--- src/rtl/pwm_pkg.sv ---
// Package: shared field positions and helpers for the modulator.
// Assumes a 32-bit control word with the run flag at the top bit.
package pwm_pkg;

    localparam int CTL_W          = 32;
    localparam int EN_POS         = 31;
    localparam int DUTY_POS       = 16;
    localparam int DIV_POS        = 0;
    localparam int DUTY_W_DEF     = 9;
    localparam int DIV_W_DEF      = 13;
    localparam int PHASE_W_DEF    = 8;
    localparam int CH_STRIDE_LOG2 = 4;

    // Builds the mask of implemented bits in a control word.
    function automatic logic [CTL_W-1:0] ctl_mask(int duty_w, int div_w);
        logic [CTL_W-1:0] m;
        m = '0;
        m[EN_POS] = 1'b1;
        for (int i = 0; i < duty_w; i++) m[DUTY_POS + i] = 1'b1;
        for (int i = 0; i < div_w; i++)  m[DIV_POS + i]  = 1'b1;
        return m;
    endfunction

endpackage

--- src/rtl/pwm_ctl_regs.sv ---
// Control word storage and access decode.
// Holds one masked word per channel and decodes the channel index from the
// address bits above the 16-byte slot. It flags the write that starts a
// stopped channel and returns read data one cycle after the request.
// Assumes req_valid is a single-cycle strobe.
module pwm_ctl_regs
    import pwm_pkg::*;
#(
    parameter int NUM_CH = 4,
    parameter int ADDR_W = 8,
    parameter int DUTY_W = DUTY_W_DEF,
    parameter int DIV_W  = DIV_W_DEF
) (
    input  logic                           clk,
    input  logic                           rst_n,
    input  logic                           req_valid,
    input  logic                           req_write,
    input  logic [ADDR_W-1:0]              req_addr,
    input  logic [CTL_W-1:0]               req_wdata,
    output logic [CTL_W-1:0]               rsp_rdata,
    output logic [NUM_CH-1:0]              ch_en,
    output logic [NUM_CH-1:0]              ch_start,
    output logic [NUM_CH-1:0][DUTY_W-1:0]  ch_duty,
    output logic [NUM_CH-1:0][DIV_W-1:0]   ch_div,
    output logic [DUTY_W-1:0]              wr_duty,
    output logic [DIV_W-1:0]               wr_div
);

    localparam int IDX_W = (NUM_CH > 1) ? $clog2(NUM_CH) : 1;
    localparam logic [CTL_W-1:0] MASK = ctl_mask(DUTY_W, DIV_W);

    logic [IDX_W-1:0]             idx;
    logic [NUM_CH-1:0]            sel;
    logic [CTL_W-1:0]             wr_word;
    logic [CTL_W-1:0]             rd_word;
    logic [NUM_CH-1:0][CTL_W-1:0] ctl_q;

    // Channel index from the address, low slot bits dropped.
    assign idx     = IDX_W'(req_addr >> CH_STRIDE_LOG2);
    // Write data with unimplemented bits forced to zero.
    assign wr_word = req_wdata & MASK;
    assign wr_duty = wr_word[DUTY_POS +: DUTY_W];
    assign wr_div  = wr_word[DIV_POS +: DIV_W];

    for (genvar c = 0; c < NUM_CH; c++) begin : g_ch
        // Decode: this channel is addressed.
        assign sel[c] = (idx == IDX_W'(c));

        // Stores the masked control word on a write to this channel.
        always_ff @(posedge clk) begin
            if (!rst_n) begin
                ctl_q[c] <= '0;
            end else if (req_valid && req_write && sel[c]) begin
                ctl_q[c] <= wr_word;
            end
        end

        assign ch_en[c]    = ctl_q[c][EN_POS];
        assign ch_duty[c]  = ctl_q[c][DUTY_POS +: DUTY_W];
        assign ch_div[c]   = ctl_q[c][DIV_POS +: DIV_W];
        // Start pulse: run flag written to a stopped channel.
        assign ch_start[c] = req_valid && req_write && sel[c]
                             && wr_word[EN_POS] && !ctl_q[c][EN_POS];
    end

    // Read mux; an index with no channel reads zero.
    always_comb begin
        rd_word = '0;
        for (int c = 0; c < NUM_CH; c++) begin
            if (sel[c]) rd_word = ctl_q[c];
        end
    end

    // Registers read data on a read request.
    always_ff @(posedge clk) begin
        if (!rst_n) begin
            rsp_rdata <= '0;
        end else if (req_valid && !req_write) begin
            rsp_rdata <= rd_word;
        end
    end

endmodule

--- src/rtl/pwm_prescaler.sv ---
// Clock divider for one channel.
// Emits a one-cycle tick every (div_val + 1) clocks while the channel runs.
// A start or a stop clears the count so that the first tick follows a
// restart after exactly (div_val + 1) clocks.
module pwm_prescaler #(
    parameter int DIV_W = pwm_pkg::DIV_W_DEF
) (
    input  logic             clk,
    input  logic             rst_n,
    input  logic             run,
    input  logic             restart,
    input  logic [DIV_W-1:0] div_val,
    output logic             tick
);

    logic [DIV_W-1:0] cnt;

    // Tick when the count has reached the divider value.
    assign tick = run && !restart && (cnt >= div_val);

    // Counts clocks between ticks, cleared on start, stop and tick.
    always_ff @(posedge clk) begin
        if (!rst_n) begin
            cnt <= '0;
        end else if (!run || restart || tick) begin
            cnt <= '0;
        end else begin
            cnt <= cnt + 1'b1;
        end
    end

endmodule

--- src/rtl/pwm_phase_gen.sv ---
// Phase counter, active value copies and comparator for one channel.
// The phase advances on each divided tick and wraps every 2**PHASE_W ticks.
// The stored high-time and divider are copied into the active registers
// only at the wrap, or directly from write data on a restart. The output
// is high while the phase is below the active high-time.
// Assumes DUTY_W > PHASE_W so that a full-period count is representable.
module pwm_phase_gen #(
    parameter int PHASE_W = pwm_pkg::PHASE_W_DEF,
    parameter int DUTY_W  = pwm_pkg::DUTY_W_DEF,
    parameter int DIV_W   = pwm_pkg::DIV_W_DEF
) (
    input  logic              clk,
    input  logic              rst_n,
    input  logic              run,
    input  logic              restart,
    input  logic              tick,
    input  logic [DUTY_W-1:0] new_duty,
    input  logic [DIV_W-1:0]  new_div,
    input  logic [DUTY_W-1:0] shd_duty,
    input  logic [DIV_W-1:0]  shd_div,
    output logic [DIV_W-1:0]  act_div,
    output logic              pwm
);

    logic [PHASE_W-1:0] phase;
    logic [DUTY_W-1:0]  act_duty;
    logic               wrap;

    // Last tick of a period.
    assign wrap = tick && (phase == {PHASE_W{1'b1}});

    // Advances the phase and reloads the active copies at period edges.
    always_ff @(posedge clk) begin
        if (!rst_n) begin
            phase    <= '0;
            act_duty <= '0;
            act_div  <= '0;
        end else if (restart) begin
            phase    <= '0;
            act_duty <= new_duty;
            act_div  <= new_div;
        end else if (!run) begin
            phase    <= '0;
        end else if (tick) begin
            phase <= phase + 1'b1;
            if (wrap) begin
                act_duty <= shd_duty;
                act_div  <= shd_div;
            end
        end
    end

    // Comparator, gated low while stopped.
    assign pwm = run && (DUTY_W'(phase) < act_duty);

endmodule

--- src/rtl/pwm_multichan.sv ---
// Top level: multi-channel prescaled pulse-width modulator.
// One control-word store serves NUM_CH channels, each with its own divider
// and phase generator. Outputs are driven straight from registered state.
// Assumes a single clock domain and a synchronous active-low reset.
module pwm_multichan
    import pwm_pkg::*;
#(
    parameter int NUM_CH  = 4,
    parameter int ADDR_W  = 8,
    parameter int DUTY_W  = DUTY_W_DEF,
    parameter int DIV_W   = DIV_W_DEF,
    parameter int PHASE_W = PHASE_W_DEF
) (
    input  logic              clk,
    input  logic              rst_n,
    input  logic              req_valid,
    input  logic              req_write,
    input  logic [ADDR_W-1:0] req_addr,
    input  logic [31:0]       req_wdata,
    output logic [31:0]       rsp_rdata,
    output logic [NUM_CH-1:0] pwm_out
);

    logic [NUM_CH-1:0]             ch_en;
    logic [NUM_CH-1:0]             ch_start;
    logic [NUM_CH-1:0][DUTY_W-1:0] ch_duty;
    logic [NUM_CH-1:0][DIV_W-1:0]  ch_div;
    logic [DUTY_W-1:0]             wr_duty;
    logic [DIV_W-1:0]              wr_div;

    pwm_ctl_regs #(
        .NUM_CH (NUM_CH),
        .ADDR_W (ADDR_W),
        .DUTY_W (DUTY_W),
        .DIV_W  (DIV_W)
    ) u_regs (
        .clk       (clk),
        .rst_n     (rst_n),
        .req_valid (req_valid),
        .req_write (req_write),
        .req_addr  (req_addr),
        .req_wdata (req_wdata),
        .rsp_rdata (rsp_rdata),
        .ch_en     (ch_en),
        .ch_start  (ch_start),
        .ch_duty   (ch_duty),
        .ch_div    (ch_div),
        .wr_duty   (wr_duty),
        .wr_div    (wr_div)
    );

    for (genvar c = 0; c < NUM_CH; c++) begin : g_chan
        logic             tick;
        logic [DIV_W-1:0] act_div;

        pwm_prescaler #(
            .DIV_W (DIV_W)
        ) u_pre (
            .clk     (clk),
            .rst_n   (rst_n),
            .run     (ch_en[c]),
            .restart (ch_start[c]),
            .div_val (act_div),
            .tick    (tick)
        );

        pwm_phase_gen #(
            .PHASE_W (PHASE_W),
            .DUTY_W  (DUTY_W),
            .DIV_W   (DIV_W)
        ) u_gen (
            .clk      (clk),
            .rst_n    (rst_n),
            .run      (ch_en[c]),
            .restart  (ch_start[c]),
            .tick     (tick),
            .new_duty (wr_duty),
            .new_div  (wr_div),
            .shd_duty (ch_duty[c]),
            .shd_div  (ch_div[c]),
            .act_div  (act_div),
            .pwm      (pwm_out[c])
        );
    end

endmodule

--- config.mk ---
export PLATFORM = sky130hd
export DESIGN_NAME = pwm_multichan
export DESIGN_NICKNAME = d
export VERILOG_FILES = /design/src/rtl/pwm_pkg.sv /design/src/rtl/pwm_ctl_regs.sv /design/src/rtl/pwm_prescaler.sv /design/src/rtl/pwm_phase_gen.sv /design/src/rtl/pwm_multichan.sv
export SDC_FILE = /design/constraint.sdc
export NUM_CORES = 1
export LEC_CHECK = 0
export ABC_AREA = 1
export BUFFER_PORTS_ARGS = -buffer_cell sky130_fd_sc_hd__buf_2
export CORE_ASPECT_RATIO = 0.5
export CORE_UTILIZATION = 65
export CTS_CLUSTER_DIAMETER = 200
export CTS_CLUSTER_SIZE = 10
export DETAILED_ROUTE_END_ITERATION = 10
export GPL_TIMING_DRIVEN = 0
export PLACE_DENSITY = 0.84
export SYNTH_ARGS = -nofsm -noshare
export SYNTH_HDL_FRONTEND = slang
export SYNTH_SLANG_ARGS = --single-unit
--- constraint.sdc ---
create_clock -name clk -period 2.78 [get_ports clk]
set_input_delay 0.556 -clock clk [delete_from_list [all_inputs] [get_ports clk]]
set_output_delay 0.556 -clock clk [all_outputs]
set_load 0.005 [all_outputs]
# [Word-level counts from Yosys, hierarchy flattened]
# Index checks and enable logic that the tools add are counted.
[word_totals] regBits=296 inputBits=44
[classes] n_addsub=8 magnitude_cmp=8 eq_ne=7 muxes=36 bitwise=5 reduce_logical=72
[ops] cell="$mux W13" count=16
[ops] cell="$mux W9" count=16
[ops] cell="$mux W32" count=4
[ops] cell="$add A13 B1 Y13 const B" count=4
[ops] cell="$ge A13 B13 Y1" count=4
[ops] cell="$lt A8 B9 Y1" count=4
[ops] cell="$add A8 B1 Y8 const B" count=4
[ops] cell="$eq A8 B8 Y1 const B" count=4
[ops] cell="$logic_and A1 B1 Y1" count=30
[ops] cell="$reduce_bool A2 Y1" count=12
[ops] cell="$reduce_and A3 Y1" count=4
[ops] cell="$reduce_or A3 Y1" count=4
[ops] cell="$logic_not A1 Y1" count=9
[ops] cell="$logic_or A1 B1 Y1" count=8
[ops] cell="$reduce_or A2 Y1" count=4
[ops] cell="$not A1 Y1" count=5
[ops] cell="$eq A2 B2 Y1 const B" count=2
[ops] cell="$eq A2 B1 Y1 const B" count=1
[ops] cell="$logic_not A2 Y1" count=1

# [Logic depth before layout (Yosys ltp)]
[depth] depth_word=12 ltp_mapped=13 ltp_nobuf=12

# [Cells and area by module]
# From an unflattened synthesis, not the netlist that was laid out.
[hier_totals] hier_cells=2406 hier_area_um2=17031.3
[by_module_without_submodules] module="pwm_phase_gen" n_inst=4 cells_per_inst=292 area_per_inst_um2=2025.7 seq_area_each_um2=600.6
[by_module_without_submodules] module="pwm_ctl_regs" n_inst=1 cells_per_inst=692 area_per_inst_um2=4872.2 seq_area_each_um2=2302.2
[by_module_without_submodules] module="pwm_prescaler (g_chan[0].u_pre ...)" n_inst=3 cells_per_inst=137 area_per_inst_um2=1012.2 seq_area_each_um2=260.2
[by_module_without_submodules] module="pwm_prescaler (g_chan[3].u_pre)" n_inst=1 cells_per_inst=135 area_per_inst_um2=1019.7 seq_area_each_um2=260.2

# [Worst setup path after synthesis]
# Ideal clock, no wire load.
[synth_timing] path_kind="reg2out" from="reg g_chan[3].u_gen.phase[4]" to="out pwm_out[3]" arrival_ns=1.348 t_required_ns=2.224 path_slack_ns=0.876 path_stages_with_launch=6 n_path_buf=1 path_cell_list="dfxtp_1 -> ha_1 -> a21oi_1 -> o21ai_0 -> a2111oi_0 -> buf_4"
[synth_via] elab_chain_cells=2
[synth_rtl] element="from (decl)" line="pwm_phase_gen.sv:25" source="logic [PHASE_W-1:0] phase;"
[synth_rtl] element="from (signal assigned)" line="pwm_phase_gen.sv:45" source="phase <= phase + 1'b1;"
[synth_rtl] element="$lt A8 B9 Y1" line="pwm_phase_gen.sv:54" source="assign pwm = run && (DUTY_W'(phase) < act_duty);"
[synth_rtl] element="$logic_and A1 B1 Y1" line="pwm_phase_gen.sv:54"
[synth_rtl] element="to (decl)" line="pwm_multichan.sv:21" source="output logic [NUM_CH-1:0] pwm_out"
# No other way between the ends.

# [Worst setup path after layout]
[layout_timing] from="reg g_chan[1].u_gen.act_duty[4]" to="out pwm_out[1]"
[layout_via] elab_chain_cells=2
[layout_rtl] element="from (decl)" line="pwm_phase_gen.sv:26" source="logic [DUTY_W-1:0] act_duty;"
[layout_rtl] element="from (signal assigned)" line="pwm_phase_gen.sv:40" source="act_duty <= new_duty;"
[layout_rtl] element="from (signal assigned)" line="pwm_phase_gen.sv:47" source="act_duty <= shd_duty;"
[layout_rtl] element="$lt A8 B9 Y1" line="pwm_phase_gen.sv:54"
[layout_rtl] element="$logic_and A1 B1 Y1" line="pwm_phase_gen.sv:54"
# No other way between the ends.

==> results.json <==
{
  "layout_setup_ws_ps": 94.0,
  "ctsHoldBuffers": 0,
  "synth_top_area_share_pct": 38.9,
  "reg2regPathDepth": 11,
  "min_period_over_period_pct": 96.6,
  "dp_worst_setup_slack_ps": 358,
  "timing.rr.start": "g_chan[2].u_pre.cnt[4]$_SDFF_PP0_",
  "setup_viol": 0,
  "min_period_ps": 2690,
  "hpwl_um": 30000,
  "dr.pass1.iters": 6,
  "maxSlewViolCount": 0,
  "netlist_area_sq_um": 14800,
  "r2r_slack_ps": 610,
  "power.share.combinational_pct": 7.5,
  "max_cap_viol_count": 0,
  "cp_max_fo": 3,
  "die_h_um": 109,
  "cp-end-kind": "output pin",
  "rr_endpoint": "g_chan[2].u_gen.act_duty[5]$_SDFFE_PN0P_",
  "grt_pass1_vias": 12500,
  "num_rows": 38,
  "nFillCells": 1804,
  "vdd_drop_max_mv": 0.421,
  "required_ps": 2220,
  "clockBufferDepth": 3,
  "cts.sinks": 287,
  "avgSynthCellArea_sq_um": 7.19,
  "gp_congestion": 1.03,
  "min_path_cells": 1,
  "crit_chain": "inv_1 > ha_1 > a21oi_1 > o21ai_0 > a2111oi_2 > buf_4 > buf_2",
  "hold_end": "g_chan[2].u_pre.cnt[0]$_SDFF_PP0_",
  "cts-buffers-inserted": 34,
  "intPower_w": 0.00675,
  "pin_count": 80,
  "area_growth_pct": 11.3,
  "drtIter0Drc": 1461,
  "route.vias.total": 14100,
  "slowest_stage": "a2111oi_2",
  "grt_max_degree": 11,
  "slew_headroom_pct": 40.8,
  "synthDistinctLibCells": 40,
  "ys.warnings.count": 0,
  "p_switching_w": 0.00217,
  "nets": 2284,
  "final_cells": 2454,
  "worst_pin_slew_ps": 888,
  "grt_pass1_wl_um": 64600,
  "min_from": "g_chan[2].u_pre.cnt[0]$_SDFF_PP0_",
  "clock_latency_ps": 510,
  "p_clk_share_pct": 44.5,
  "max_stage_delay_ps": 400,
  "htreeDepth": 2,
  "arrival_ps": 2130,
  "drc": 0,
  "synth_top_area_cell": "dfxtp_1",
  "ant_nets": 0,
  "synth_cells": 2055,
  "sw_frac_of_total_pct": 24.4,
  "whs_ps": 473,
  "io_buffers": 53,
  "routed_wl_um": 41400,
  "ys_ff_latch": 287,
  "cts_tree": "built",
  "antenna_found_initial": 0,
  "synth_area_leaders": "dfxtp_1 39%, nand2_1 9.0%, a21oi_1 8.8%",
  "seq_area_frac_synth_pct": 38.9,
  "place_inst": 2416,
  "hp-class": "reg -> reg",
  "clock.fmax_ghz": 0.372,
  "startpoint_type": "flip-flop",
  "hold_viol": 0,
  "path_clk_slew_ps": 60,
  "cts_setup_buffers": 0,
  "clockRootBuffer": "clkbuf_16",
  "die_width_um": 215,
  "start_util_pct": 67.3,
  "drt-vias-per-instance": 5.76,
  "grt_overflow": 0,
  "powerDensity_nw_per_um2": 542,
  "worst-setup-path-type": "reg -> out",
  "fp.coreArea_sq_um": 22000,
  "leakagePower_nw": 7.41,
  "skew_ps": 15.7,
  "setup-tns-final_ps": 0,
  "outcome": "completed",
  "n_antenna_cell": 0,
  "die-area_sq_um": 23400,
  "track_usage_pct": 35.0,
  "pwr-share-seq_pct": 48.0,
  "layout-drive-gt1-share_pct": 8.77,
  "rsz0062_at_grt": "no",
  "wl_per_cell_um": 16.9
}
-- flip-flops by register name (all words and copies together) (netlist names) --
signal	count
u_regs.ch_duty	36
u_regs.rsp_rdata	23
g_chan.u_gen.act_div	52
u_regs.ch_div	52
u_regs.ch_en	4
g_chan.u_gen.act_duty	36
g_chan.u_pre.cnt	52
g_chan.u_gen.phase	32
-- cell type report --
type                       instances  area (sq um)  area share [%]
multi-input combinational       1434          7690            46.8
sequential                       287          5750            35.0
clock buffer                      37           926            5.63
inverter                         211           792            4.82
buffer                           131           636            3.87
tap                              300           375            2.28
timing repair buffer              53           265            1.61
clock inverter                     1          5.00          0.0304
-- layout by cell type, fill, tap and decap left out, types with 8 or more instances in the layout --
cell type	n
clkbuf_1	58
nand2_1	353
a21oi_1	258
buf_4	15
inv_1	208
nor3_1	14
a31oi_1	14
dfxtp_1	283
nand4_1	17
xnor2_1	9
ha_1	87
a221oi_1	12
o21ai_1	52
xor2_1	33
buf_1	8
buf_2	99
o21ai_0	171
conb_1	9
nand3_1	139
nor2_1	193
clkbuf_16	37
a22o_1	22
-- power by group through the flow --
stage	Sequential, W	Combinational, W	Clock (W)
final	0.00428	0.000672	0.00397
after global routing	0.00428	0.000738	0.00414
after CTS	0.00428	0.000648	0.00398
after detailed placement	0.00436	0.000638	0
after global placement	0.00436	0.000626	0
after floorplan	0.00434	0.000436	0
-- cell families after synthesis --
kind of cell / after synthesis / synth area share [%]
flops: 287 / 38.9
simple gates: 750 / 21.8
compound gates: 545 / 19.7
fa+ha+maj: 88 / 7.45
buf+inv: 342 / 9.66
other cells: 1 / 0.0254
xor+xnor: 42 / 2.49
-- metal layers --
layer  GRT usage [%]  vias up  routed length [um]
met3            6.86       98                3790
li1                -     7010                   -
met5               0        -                   0
met1            49.5     6388               19000
met2            51.9      645               16700
met4            15.9        0                1840
-- cell usage after synthesis, drive strengths merged --
library cell / count
nand3: 149
conb: 1
a2111oi: 4
inv: 211
a22o: 22
xnor2: 9
buf: 73
o21bai: 4
nor4b: 1
o21a: 2
o211ai: 2
nor3: 15
xor2: 33
nor3b: 7
nor2: 199
a21oi: 260
o21ai: 223
ha: 88
clkbuf: 58
nor4: 5
nand4: 17
nand2b: 1
or2: 2
o22ai: 1
a211oi: 1
a31oi: 14
dfxtp: 287
a221oi: 12
nand2: 353
and3: 1
-- per-stage QoR --
step	instance area (sq um)	util, %	total power [W]
floorplan	14800	-	0.00477
global placement	15400	70.3	0.00499
detailed placement	15400	70.3	0.00500
CTS	16400	74.6	0.00890
global route	16400	74.9	0.00916
finish	16400	74.9	0.00892
-- worst max path at each step --
stage	cells after the start	slack, ps	start	to
2_1_floorplan	5	880	g_chan[3].u_gen.phase[4]$_SDFFE_PP0P_	pwm_out[3]
3_3_place_gp	6	350	g_chan[2].u_gen.phase[4]$_SDFFE_PP0P_	pwm_out[2]
3_5_place_dp	6	360	g_chan[2].u_gen.phase[4]$_SDFFE_PP0P_	pwm_out[2]
4_1_cts	6	10	g_chan[0].u_gen.phase[4]$_SDFFE_PP0P_	pwm_out[0]
5_1_grt	7	4	g_chan[0].u_gen.act_duty[2]$_SDFFE_PN0P_	pwm_out[0]
6_report	7	90	g_chan[1].u_gen.act_duty[4]$_SDFFE_PN0P_	pwm_out[1]
-- timing repair --
action / CTS / global route
gates resized for setup: 5 / 12
pin swaps: 0 / 2
endpoints found under the setup margin: 3 / 4
-- critical path: cells and delay by family, from the launching register on --
family,cells,cell delay (ps)
AO/OA/AOI/OAI,3,680
adder cells (fa/ha/maj),1,330
buffers and inverters,3,320
flip-flops,1,310
Note: power is estimated with default switching activity, not from simulation.
